===== src/rtl/lpc_irq_pkg.sv =====
// Shared constants for the two-level LPC interrupt aggregator.
// Assumes byte offsets inside one bank fit in 8 bits.
package lpc_irq_pkg;
    localparam logic [7:0] HC_CTRL_OFS    = 8'h30;
    localparam logic [7:0] HC_MASK_OFS    = 8'h34;
    localparam logic [7:0] HC_STAT_OFS    = 8'h38;
    localparam logic [7:0] MS_ROUTE0_OFS  = 8'h08;
    localparam logic [7:0] MS_ROUTE1_OFS  = 8'h0C;
    localparam logic [7:0] MS_STAT_OFS    = 8'h50;
    localparam logic [7:0] MS_MASK_OFS    = 8'h54;
    localparam logic [7:0] MS_POL_OFS     = 8'h58;
    localparam logic [7:0] MS_INPUT_OFS   = 8'h5C;
    localparam int         HC_EN_BIT      = 31;
    localparam int         MS_HC_BIT      = 11;
    localparam logic [10:0] EVT_IMPL_MASK = 11'h4FF;

    typedef enum logic [1:0] {
        BANK_MASTER = 2'd0,
        BANK_HC     = 2'd1
    } bank_e;
endpackage


===== src/rtl/lpc_hc_irq_stage.sv =====
// Host-controller interrupt stage.
// Latches serial-IRQ levels and event inputs into a status register that
// only software clears (write 1 to clear). Holds the control and mask
// registers, and produces the gated, masked summary for the master stage.
// Assumes N_SERIRQ + EVT_W <= DATA_W. Serial line n maps to bit DATA_W-1-n.
module lpc_hc_irq_stage #(
    parameter int               DATA_W   = 32,
    parameter int               N_SERIRQ = 17,
    parameter int               EVT_W    = 11,
    parameter logic [EVT_W-1:0] EVT_IMPL = 11'h4FF,
    parameter int               EN_BIT   = 31
) (
    input  logic              clk,
    input  logic              rst_n,
    input  logic [N_SERIRQ-1:0] serirq_i,
    input  logic [EVT_W-1:0]  evt_i,
    input  logic              ctrl_we,
    input  logic              mask_we,
    input  logic              stat_w1c,
    input  logic [DATA_W-1:0] wdata,
    output logic [DATA_W-1:0] ctrl_o,
    output logic [DATA_W-1:0] mask_o,
    output logic [DATA_W-1:0] stat_o,
    output logic              hc_irq_o
);
    localparam int SER_LO = DATA_W - N_SERIRQ;

    logic [DATA_W-1:0] ctrl_q, mask_q, stat_q;
    logic [DATA_W-1:0] set_vec;
    logic [DATA_W-1:0] clr_vec;

    // Serial lines fill the status word from the top bit downward.
    for (genvar n = 0; n < N_SERIRQ; n++) begin : g_ser
        assign set_vec[DATA_W-1-n] = serirq_i[n];
    end

    // Event sources sit at the low bits; the reserved ones are filtered out.
    for (genvar b = 0; b < SER_LO; b++) begin : g_evt
        if (b < EVT_W) begin : g_live
            assign set_vec[b] = evt_i[b] & EVT_IMPL[b];
        end else begin : g_gap
            assign set_vec[b] = 1'b0;
        end
    end

    // Clear vector from a status write.
    assign clr_vec = stat_w1c ? wdata : '0;

    // Register file update: control, mask, and level-latched status.
    always_ff @(posedge clk) begin
        if (!rst_n) begin
            ctrl_q <= '0;
            mask_q <= '0;
            stat_q <= '0;
        end else begin
            if (ctrl_we) ctrl_q <= wdata;
            if (mask_we) mask_q <= wdata;
            stat_q <= (stat_q & ~clr_vec) | set_vec;
        end
    end

    // Summary toward the master stage.
    always_comb begin
        hc_irq_o = ctrl_q[EN_BIT] & (|(stat_q & mask_q));
    end

    assign ctrl_o = ctrl_q;
    assign mask_o = mask_q;
    assign stat_o = stat_q;

    // a set status bit is lost only through a write-1-to-clear.
    p_sticky_r2: assert property (@(posedge clk) disable iff (!rst_n)
        1'b1 |=> (($past(stat_q) & ~$past(clr_vec) & ~stat_q) == '0));

    // a bit written as 1 is zero afterwards unless its source was high.
    p_w1c_r4: assert property (@(posedge clk) disable iff (!rst_n)
        stat_w1c |=> ((stat_q & $past(wdata) & ~$past(set_vec)) == '0));
endmodule


===== src/rtl/lpc_master_irq_stage.sv =====
// Bus-master interrupt stage.
// Folds its masked input into a sticky status register on every cycle,
// clears status bits written as 1, and raises a level interrupt while
// any status bit is set. Route and polarity registers are storage only.
// Assumes the host-controller summary is the only live input bit.
module lpc_master_irq_stage #(
    parameter int DATA_W = 32,
    parameter int HC_BIT = 11
) (
    input  logic              clk,
    input  logic              rst_n,
    input  logic              hc_irq_i,
    input  logic              route0_we,
    input  logic              route1_we,
    input  logic              mask_we,
    input  logic              pol_we,
    input  logic              stat_w1c,
    input  logic [DATA_W-1:0] wdata,
    output logic [DATA_W-1:0] route0_o,
    output logic [DATA_W-1:0] route1_o,
    output logic [DATA_W-1:0] mask_o,
    output logic [DATA_W-1:0] pol_o,
    output logic [DATA_W-1:0] stat_o,
    output logic [DATA_W-1:0] input_o,
    output logic              irq_o
);
    logic [DATA_W-1:0] route0_q, route1_q, mask_q, pol_q, stat_q;
    logic [DATA_W-1:0] in_vec;
    logic [DATA_W-1:0] clr_vec;

    // Input word: the host-controller summary at its fixed bit.
    for (genvar b = 0; b < DATA_W; b++) begin : g_in
        if (b == HC_BIT) begin : g_hc
            assign in_vec[b] = hc_irq_i;
        end else begin : g_zero
            assign in_vec[b] = 1'b0;
        end
    end

    assign clr_vec = stat_w1c ? wdata : '0;

    // Storage registers and the sticky status latch.
    always_ff @(posedge clk) begin
        if (!rst_n) begin
            route0_q <= '0;
            route1_q <= '0;
            mask_q   <= '0;
            pol_q    <= '0;
            stat_q   <= '0;
        end else begin
            if (route0_we) route0_q <= wdata;
            if (route1_we) route1_q <= wdata;
            if (mask_we)   mask_q   <= wdata;
            if (pol_we)    pol_q    <= wdata;
            stat_q <= (stat_q & ~clr_vec) | (in_vec & mask_q);
        end
    end

    // Level output.
    always_comb begin
        irq_o = |stat_q;
    end

    assign route0_o = route0_q;
    assign route1_o = route1_q;
    assign mask_o   = mask_q;
    assign pol_o    = pol_q;
    assign stat_o   = stat_q;
    assign input_o  = in_vec;

    // a status bit can only appear if its masked input was active.
    p_set_src_r7: assert property (@(posedge clk) disable iff (!rst_n)
        1'b1 |=> ((stat_q & ~$past(stat_q) & ~$past(in_vec & mask_q)) == '0));

    // a masked, active input is always present in status next cycle.
    p_fold_r7: assert property (@(posedge clk) disable iff (!rst_n)
        1'b1 |=> (($past(in_vec & mask_q) & ~stat_q) == '0));

    // the interrupt rises only after a masked input was seen.
    p_irq_rise_r8: assert property (@(posedge clk) disable iff (!rst_n)
        $rose(irq_o) |-> $past(|(in_vec & mask_q)));
endmodule


===== src/rtl/lpc_irq_aggregator.sv =====
// Top of the two-level LPC interrupt aggregator.
// Decodes the shared 32-bit register bus into the two stages, chains the
// host-controller summary into the master input, and registers read data.
// Assumes the top address bit picks the bank and the rest is the offset.
module lpc_irq_aggregator #(
    parameter int DATA_W   = 32,
    parameter int ADDR_W   = 9,
    parameter int N_SERIRQ = 17,
    parameter int EVT_W    = 11
) (
    input  logic                clk,
    input  logic                rst_n,
    input  logic                bus_wr,
    input  logic                bus_rd,
    input  logic [ADDR_W-1:0]   bus_addr,
    input  logic [DATA_W-1:0]   bus_wdata,
    output logic [DATA_W-1:0]   bus_rdata,
    input  logic [N_SERIRQ-1:0] serirq_lvl,
    input  logic [EVT_W-1:0]    evt_in,
    output logic                irq_out
);
    import lpc_irq_pkg::*;

    localparam int OFF_W = ADDR_W - 1;

    bank_e             bank;
    logic [OFF_W-1:0]  off;
    logic              hc_wr, ms_wr;
    logic [DATA_W-1:0] hc_ctrl, hc_mask, hc_stat;
    logic [DATA_W-1:0] ms_r0, ms_r1, ms_mask, ms_pol, ms_stat, ms_in;
    logic              hc_irq;
    logic [DATA_W-1:0] rd_mux;
    logic [DATA_W-1:0] rdata_q;

    // Address split into bank and offset.
    always_comb begin
        bank = bus_addr[ADDR_W-1] ? BANK_HC : BANK_MASTER;
        off  = bus_addr[OFF_W-1:0];
    end

    assign hc_wr = bus_wr && (bank == BANK_HC);
    assign ms_wr = bus_wr && (bank == BANK_MASTER);

    lpc_hc_irq_stage #(
        .DATA_W  (DATA_W),
        .N_SERIRQ(N_SERIRQ),
        .EVT_W   (EVT_W),
        .EVT_IMPL(EVT_W'(EVT_IMPL_MASK)),
        .EN_BIT  (HC_EN_BIT)
    ) u_hc (
        .clk     (clk),
        .rst_n   (rst_n),
        .serirq_i(serirq_lvl),
        .evt_i   (evt_in),
        .ctrl_we (hc_wr && off == OFF_W'(HC_CTRL_OFS)),
        .mask_we (hc_wr && off == OFF_W'(HC_MASK_OFS)),
        .stat_w1c(hc_wr && off == OFF_W'(HC_STAT_OFS)),
        .wdata   (bus_wdata),
        .ctrl_o  (hc_ctrl),
        .mask_o  (hc_mask),
        .stat_o  (hc_stat),
        .hc_irq_o(hc_irq)
    );

    lpc_master_irq_stage #(
        .DATA_W(DATA_W),
        .HC_BIT(MS_HC_BIT)
    ) u_ms (
        .clk      (clk),
        .rst_n    (rst_n),
        .hc_irq_i (hc_irq),
        .route0_we(ms_wr && off == OFF_W'(MS_ROUTE0_OFS)),
        .route1_we(ms_wr && off == OFF_W'(MS_ROUTE1_OFS)),
        .mask_we  (ms_wr && off == OFF_W'(MS_MASK_OFS)),
        .pol_we   (ms_wr && off == OFF_W'(MS_POL_OFS)),
        .stat_w1c (ms_wr && off == OFF_W'(MS_STAT_OFS)),
        .wdata    (bus_wdata),
        .route0_o (ms_r0),
        .route1_o (ms_r1),
        .mask_o   (ms_mask),
        .pol_o    (ms_pol),
        .stat_o   (ms_stat),
        .input_o  (ms_in),
        .irq_o    (irq_out)
    );

    // Read selection; unmapped offsets return all ones.
    always_comb begin
        rd_mux = '1;
        if (bank == BANK_HC) begin
            if (off == OFF_W'(HC_CTRL_OFS))      rd_mux = hc_ctrl;
            else if (off == OFF_W'(HC_MASK_OFS)) rd_mux = hc_mask;
            else if (off == OFF_W'(HC_STAT_OFS)) rd_mux = hc_stat;
        end else begin
            if (off == OFF_W'(MS_ROUTE0_OFS))      rd_mux = ms_r0;
            else if (off == OFF_W'(MS_ROUTE1_OFS)) rd_mux = ms_r1;
            else if (off == OFF_W'(MS_STAT_OFS))   rd_mux = ms_stat;
            else if (off == OFF_W'(MS_MASK_OFS))   rd_mux = ms_mask;
            else if (off == OFF_W'(MS_POL_OFS))    rd_mux = ms_pol;
            else if (off == OFF_W'(MS_INPUT_OFS))  rd_mux = ms_in;
        end
    end

    // Read data register, loaded only on a read strobe.
    always_ff @(posedge clk) begin
        if (!rst_n) rdata_q <= '0;
        else if (bus_rd) rdata_q <= rd_mux;
    end

    assign bus_rdata = rdata_q;

    // read data holds when no read was sampled.
    p_rdata_hold_r11: assert property (@(posedge clk) disable iff (!rst_n)
        !bus_rd |=> $stable(bus_rdata));

    // with the enable bit clear, the master input bit never appears.
    p_gate_r5: assert property (@(posedge clk) disable iff (!rst_n)
        !hc_ctrl[HC_EN_BIT] |-> (ms_in == '0));
endmodule


===== config.mk =====
export PLATFORM = sky130hd
export DESIGN_NAME = lpc_irq_aggregator
export DESIGN_NICKNAME = d
export VERILOG_FILES = /design/src/rtl/lpc_irq_pkg.sv /design/src/rtl/lpc_hc_irq_stage.sv /design/src/rtl/lpc_master_irq_stage.sv /design/src/rtl/lpc_irq_aggregator.sv
export SDC_FILE = /design/constraint.sdc
export NUM_CORES = 1
export LEC_CHECK = 0
export CORE_MARGIN = 1
export CORE_UTILIZATION = 40
export DETAILED_ROUTE_END_ITERATION = 8
export PLACE_DENSITY = 0.61
export SYNTH_ARGS = -nofsm -noshare
export SYNTH_HDL_FRONTEND = slang
export SYNTH_SLANG_ARGS = --single-unit

===== constraint.sdc =====
create_clock -name clk -period 2.01 [get_ports clk]
set_clock_uncertainty 0.2 [all_clocks]
set_input_delay 0.402 -clock clk [delete_from_list [all_inputs] [get_ports clk]]
set_output_delay 0.402 -clock clk [all_outputs]
set_load 0.05 [all_outputs]

**Word level (Yosys, flattened, before mapping)**

Cells that the tools add are included.
Widths: inputs -> output; s select.

- Logic and storage cells: 54
- Memory bits (read-only): 0
- Memories: 0
- Latch bits: 0
- Bits in registers: 288
- Bits of input ports: 73
- Output and inout port bits: 33
- RAM bits: 0

- Multipliers: 0
- $add $sub $neg: 0
- Shift-type cells: 0
- Magnitude comparators: 0
- Bitwise logic cells: 9
- Reduce and logical (&&, ||, !) cells: 13
- Equality and inequality tests: 10
- Multiplexer cells: 13
- Divide/modulo/power cells: 0

Operators with widths:

| cell | count |
|---|---|
| $mux 32 | 12 |
| $and 32x32->32 | 3 |
| $not 32->32 | 2 |
| $or 32x32->32 | 2 |
| $reduce_or 32->1 | 2 |
| $and 12x32->32 | 1 |
| $eq 8x7->1 const B | 4 |
| $eq 8x6->1 const B | 3 |
| $eq 8x4->1 const B | 2 |
| $logic_and 1x1->1 | 10 |
| $logic_not 2->1 | 1 |
| $and 1x1->1 | 1 |
| $eq 1x1->1 const B | 1 |
| $mux 1 | 1 |

**Longest topological paths before layout**

- Word-level depth: 10
- Gate-level depth with buffers: 8
- Depth with buffers taken out: 5

**Modules after synthesis**

Synthesis repeated with hierarchy kept, for this count alone.

- Cells, all modules: 1427
- Area total of the unflattened synthesis: 13880.8 um^2

Modules (own cells, without submodules):

| module | cells each | seq. area each (um^2) | instances | area each (um^2) |
|---|---|---|---|---|
| lpc_master_irq_stage | 561 | 3203.1 | 1 | 6143.4 |
| lpc_irq_aggregator | 510 | 640.6 | 1 | 4060.1 |
| lpc_hc_irq_stage | 356 | 1921.8 | 1 | 3677.3 |

**Worst setup path after synthesis**

No wires, ideal clock.

- Path type: input-to-reg
- From: input bus_addr[2]
- To: register rdata_q[15], in the netlist bus_rdata[15]
- Stages: 7
- Slack: 0.024 ns
- Required time: 1.693 ns
- Arrival: 1.670 ns
- Library setup time: 0.117 ns
- Path through: buf_2 > nor4b_4 > nand2_1 > buf_2 > o22ai_1 > o21ai_0 > a22o_1

- Longest elaborated chain between the ends: 8

RTL lines:

| what | RTL line | text |
|---|---|---|
| start, declared | lpc_irq_aggregator.sv:15 | `input logic [ADDR_W-1:0] bus_addr,` |
| $eq 8x7->1 | lpc_irq_aggregator.sv:100 | `else if (off == OFF_W'(MS_INPUT_OFS)) rd_mux = ms_in;` |
| $mux 32 | lpc_irq_aggregator.sv:100 |  |
| $mux 32 | lpc_irq_aggregator.sv:99 | `else if (off == OFF_W'(MS_POL_OFS)) rd_mux = ms_pol;` |
| $mux 32 | lpc_irq_aggregator.sv:98 | `else if (off == OFF_W'(MS_MASK_OFS)) rd_mux = ms_mask;` |
| $mux 32 | lpc_irq_aggregator.sv:97 | `else if (off == OFF_W'(MS_STAT_OFS)) rd_mux = ms_stat;` |
| $mux 32 | lpc_irq_aggregator.sv:96 | `else if (off == OFF_W'(MS_ROUTE1_OFS)) rd_mux = ms_r1;` |
| $mux 32 | lpc_irq_aggregator.sv:95 | `if (off == OFF_W'(MS_ROUTE0_OFS)) rd_mux = ms_r0;` |
| $mux 32 * | lpc_irq_aggregator.sv:90 | `if (bank == BANK_HC) begin` |
| end signal, assigned | lpc_irq_aggregator.sv:107 | `else if (bus_rd) rdata_q <= rd_mux;` |
| end, declared | lpc_irq_aggregator.sv:33 | `logic [DATA_W-1:0] rdata_q;` |

Mark *: on every way between the ends. The rest lies on a longest branch, timed or not.
A chain may end at the register's enable or synchronous reset.

**Worst setup path after layout**

- From: register u_ms.stat_q[22], in the netlist u_ms.stat_o[22]
- To: output irq_out

- Longest elaborated chain between the ends: 1

RTL lines:

| what | RTL line | text |
|---|---|---|
| start, declared | lpc_master_irq_stage.sv:27 | `logic [DATA_W-1:0] route0_q, route1_q, mask_q, pol_q, stat_q;` |
| start signal, assigned | lpc_master_irq_stage.sv:55 | `stat_q <= (stat_q & ~clr_vec) \| (in_vec & mask_q);` |
| $reduce_or 32->1 | lpc_master_irq_stage.sv:61 | `irq_o = \|stat_q;` |
| end, declared | lpc_irq_aggregator.sv:20 | `output logic irq_out` |

Every way passes these cells.

==> flow_metrics.env <==
export IMPL_slew_viol_final=0
export IMPL_drv_cap=0
export IMPL_hold_ws_ns=0.0913
export IMPL_nNetsFinal=1737
export IMPL_ir_worst_vdd_mv=0.566
export IMPL_tns_ns=-0.441
export IMPL_path_max_fanout=2
export IMPL_crit_chain="nor4_4, nand4_1, or2_4, buf_8"
export IMPL_grt_antenna_before_repair=0
export IMPL_cts_tree="done"
export IMPL_cts_root_buf="clkbuf_16"
export IMPL_use_met1_pct=35.4
export IMPL_fmax_mhz=408
export IMPL_dieArea_sq_um=32900
export IMPL_via_per_inst=5.51
export IMPL_grt_overflow=0
export IMPL_numPortBuffers=103
export IMPL_worstMarginPinSlew_ns=0.731
export IMPL_met2_usage_pct=37.5
export IMPL_use_met3_pct=3.25
export IMPL_cts_num_sinks=288
export IMPL_fillerInstances=2944
export IMPL_status="complete, but fails checks"
export IMPL_yosysWarningCount=0
export IMPL_fp_row_count=65
export IMPL_finalWorstSetupSlack_ns=-0.441
export IMPL_synth_ff_type="dfxtp_1"
export IMPL_critPathArrivalTime_ns=1.85
export IMPL_cp_num_buf_inv=1
export IMPL_criticalPathCategory="reg2out"
export IMPL_worstSkewPairLatency_ns=0.57
export IMPL_hp_class="in2reg"
export IMPL_synth_area_sq_um=12900
export IMPL_groute_usage_overall_pct=24.6
export IMPL_routed_wl_um=41500
export IMPL_cp_end_kind="output pin"
export IMPL_rsz0062_at_grt="true"
export IMPL_io_pins=106
export IMPL_drt_iter0_markers=956
export IMPL_start_util_pct=40.7
export IMPL_grt_pass1_wl_um=63700
export IMPL_syn_inst=1536
export IMPL_detail_route_wl_per_cell_um=19.9
export IMPL_first_pass_iters=7
export IMPL_path_delay_family="simple AND/OR/NAND/NOR gates"
export IMPL_syn_nets=1609
export IMPL_min_from="rst_n"
export IMPL_p_leak_nw=5.89
export IMPL_violations="negative setup slack"
export IMPL_cts_buffer_depth=3
export IMPL_path_clk_slew_ns=0.06
export IMPL_final_setup_viol_count=1
export IMPL_ys_types=52
export IMPL_synth_edff_count=0
export IMPL_finalHoldViolCount=0
export IMPL_ys_seq_area_share_pct=44.8
export IMPL_vias=11500
export IMPL_syn_area_per_cell_sq_um=8.39
export IMPL_period_needed_ns=2.45
export IMPL_drive_gt1_share_pct=18.0
export IMPL_globalplace_congestion=0.845
export IMPL_mostFrequentLayoutCells="468 x nand2_1, 285 x dfxtp_1, 157 x buf_4"
export IMPL_syn_to_final_growth_pct=25.4
export IMPL_cts_max_level=1
export IMPL_critPathLaunch="u_ms.stat_o[22]"
export IMPL_ys_async_sr_fraction_pct=0
export IMPL_min_period_over_period_pct=122
export IMPL_dieHeight_um=181
export IMPL_worst_setup_path_start_kind="register"
export IMPL_grt_pass1_vias=10900
export IMPL_diodes=0
export IMPL_r2r_start="u_hc.stat_o[28]"
export IMPL_final_common_cell="nand2_1"
export IMPL_placeableCoreArea_sq_um=31600
export IMPL_slowest_delay_ns=0.34
export IMPL_busiest_layer="met2"
export IMPL_ant_nets=0
export IMPL_slew_headroom_pct=51.2
export IMPL_grt_max_degree=160
export IMPL_worstPathRequired_ns=1.41
export IMPL_p_per_area_nw_per_um2=790
export IMPL_drt_drc_violations_left=0
export IMPL_ctsHoldBuffers=0
export IMPL_post_dp_hpwl_um=28400
export IMPL_cp_slowest_cell="dfxtp_2"
export IMPL_cts_buffers=31
export IMPL_die_w_um=181
export IMPL_synth_seq_cells=288
[metrics by stage]
step | area (sq um) | total power (W) | utilization, % | cells | setup WS, ns
6_report | 16200 | 0.0128 | 51.1 | 2088 | -0.441
5_1_grt | 16200 | 0.0132 | 51.1 | 2088 | -0.484
4_1_cts | 16000 | 0.0128 | 50.5 | 2079 | -0.503
3_5_place_dp | 14900 | 0.00733 | 47.0 | 2021 | -0.660
3_3_place_gp | 14900 | 0.00733 | 47.0 | 2021 | -0.621
2_1_floorplan | 12900 | 0.00672 | - | 1536 | 0.0236
[cells in the mapped netlist, types with 2 or more instances]
library cell / n / area share (%)
nor2_1: 4 / 0.12
mux2_2: 33 / 2.9
a22o_1: 20 / 1.4
nand2_1: 470 / 14
a32oi_1: 10 / 0.68
a31oi_1: 12 / 0.58
a21oi_1: 39 / 1.5
o22ai_1: 63 / 3.1
o211ai_1: 10 / 0.58
a21boi_0: 87 / 5.1
and2_1: 2 / 0.097
clkbuf_1: 99 / 2.9
nor2b_1: 3 / 0.15
buf_4: 11 / 0.64
o21a_1: 26 / 1.5
or4_1: 2 / 0.12
inv_1: 3 / 0.087
o2bb2ai_1: 20 / 1.4
a21boi_1: 131 / 7.6
o21ai_0: 49 / 1.9
nor4_4: 4 / 0.66
buf_2: 41 / 1.6
and3_1: 3 / 0.15
a22oi_1: 16 / 0.93
nand3_1: 3 / 0.12
o21ai_1: 14 / 0.54
buf_6: 6 / 0.52
mux2i_1: 31 / 2.4
dfxtp_1: 288 / 45
nor4_1: 9 / 0.44
nand4_1: 6 / 0.29
[power breakdown]
| part | switching [W] | internal (W) |
|---|---|---|
| clock | 0.00234 | 0.00319 |
| sequential | 0.0000981 | 0.00581 |
| combinational | 0.000771 | 0.000556 |
| total | 0.00321 | 0.00956 |
[state kept, by name, indices dropped and copies added (netlist names)]
register,count
u_ms.route0_o,32
u_ms.mask_o,32
u_ms.route1_o,32
u_hc.mask_o,32
bus_rdata,32
u_ms.pol_o,32
u_hc.stat_o,32
u_ms.stat_o,32
u_hc.ctrl_o,32
[metal layers]
metal / vias up / wire length, um / share of wire (%)
li1: 5568 / - / -
met1: 5482 / 19200 / 46
met2: 374 / 18200 / 44
met3: 76 / 2550 / 6.1
met4: 0 / 1470 / 3.5
met5: - / 0 / 0
[worst min-delay path: cells and delay by family]
family / cells / cell delay [ns]
buffers and inverters: 2 / 0.29
AOI/OAI and AO/OA: 2 / 0.12
[worst paths after layout]
| kind | end | slack (ns) | cells after the start |
|---|---|---|---|
| setup / recovery | irq_out | -0.44 | 4 |
| hold / removal | bus_rdata[3] | 0.09 | 4 |
| setup reg to reg | bus_rdata[11] | 0.08 | 6 |
| hold reg to reg | u_hc.ctrl_o[14] | 0.25 | 2 |
[kinds of logic after synthesis]
group           synth area share [%]
simple gates                    16.9
compound gates                  27.2
flops                           44.8
buf+inv                         5.76
mux                             5.29
xor+xnor                      0.0680
[timing repair]
item                       CTS  global route
hold endpoints to repair     0             0
gates cloned                 1             4
pin swaps                    6            15
resized for setup           28            23
buffers inserted             2             6
setup endpoints to repair  108           214
[final cells by class]
class | instances | area, sq um | share of cell area [%]
Sequential cell | 288 | 5770 | 35.7
Tap cell | 402 | 503 | 3.11
Inverter | 3 | 11.3 | 0.0697
Multi-Input combinational cell | 1087 | 6530 | 40.4
Clock buffer | 49 | 943 | 5.84
Timing Repair Buffer | 253 | 2360 | 14.6
Clock inverter | 6 | 40.0 | 0.248
No activity file was read; power rests on OpenSTA's default activity.
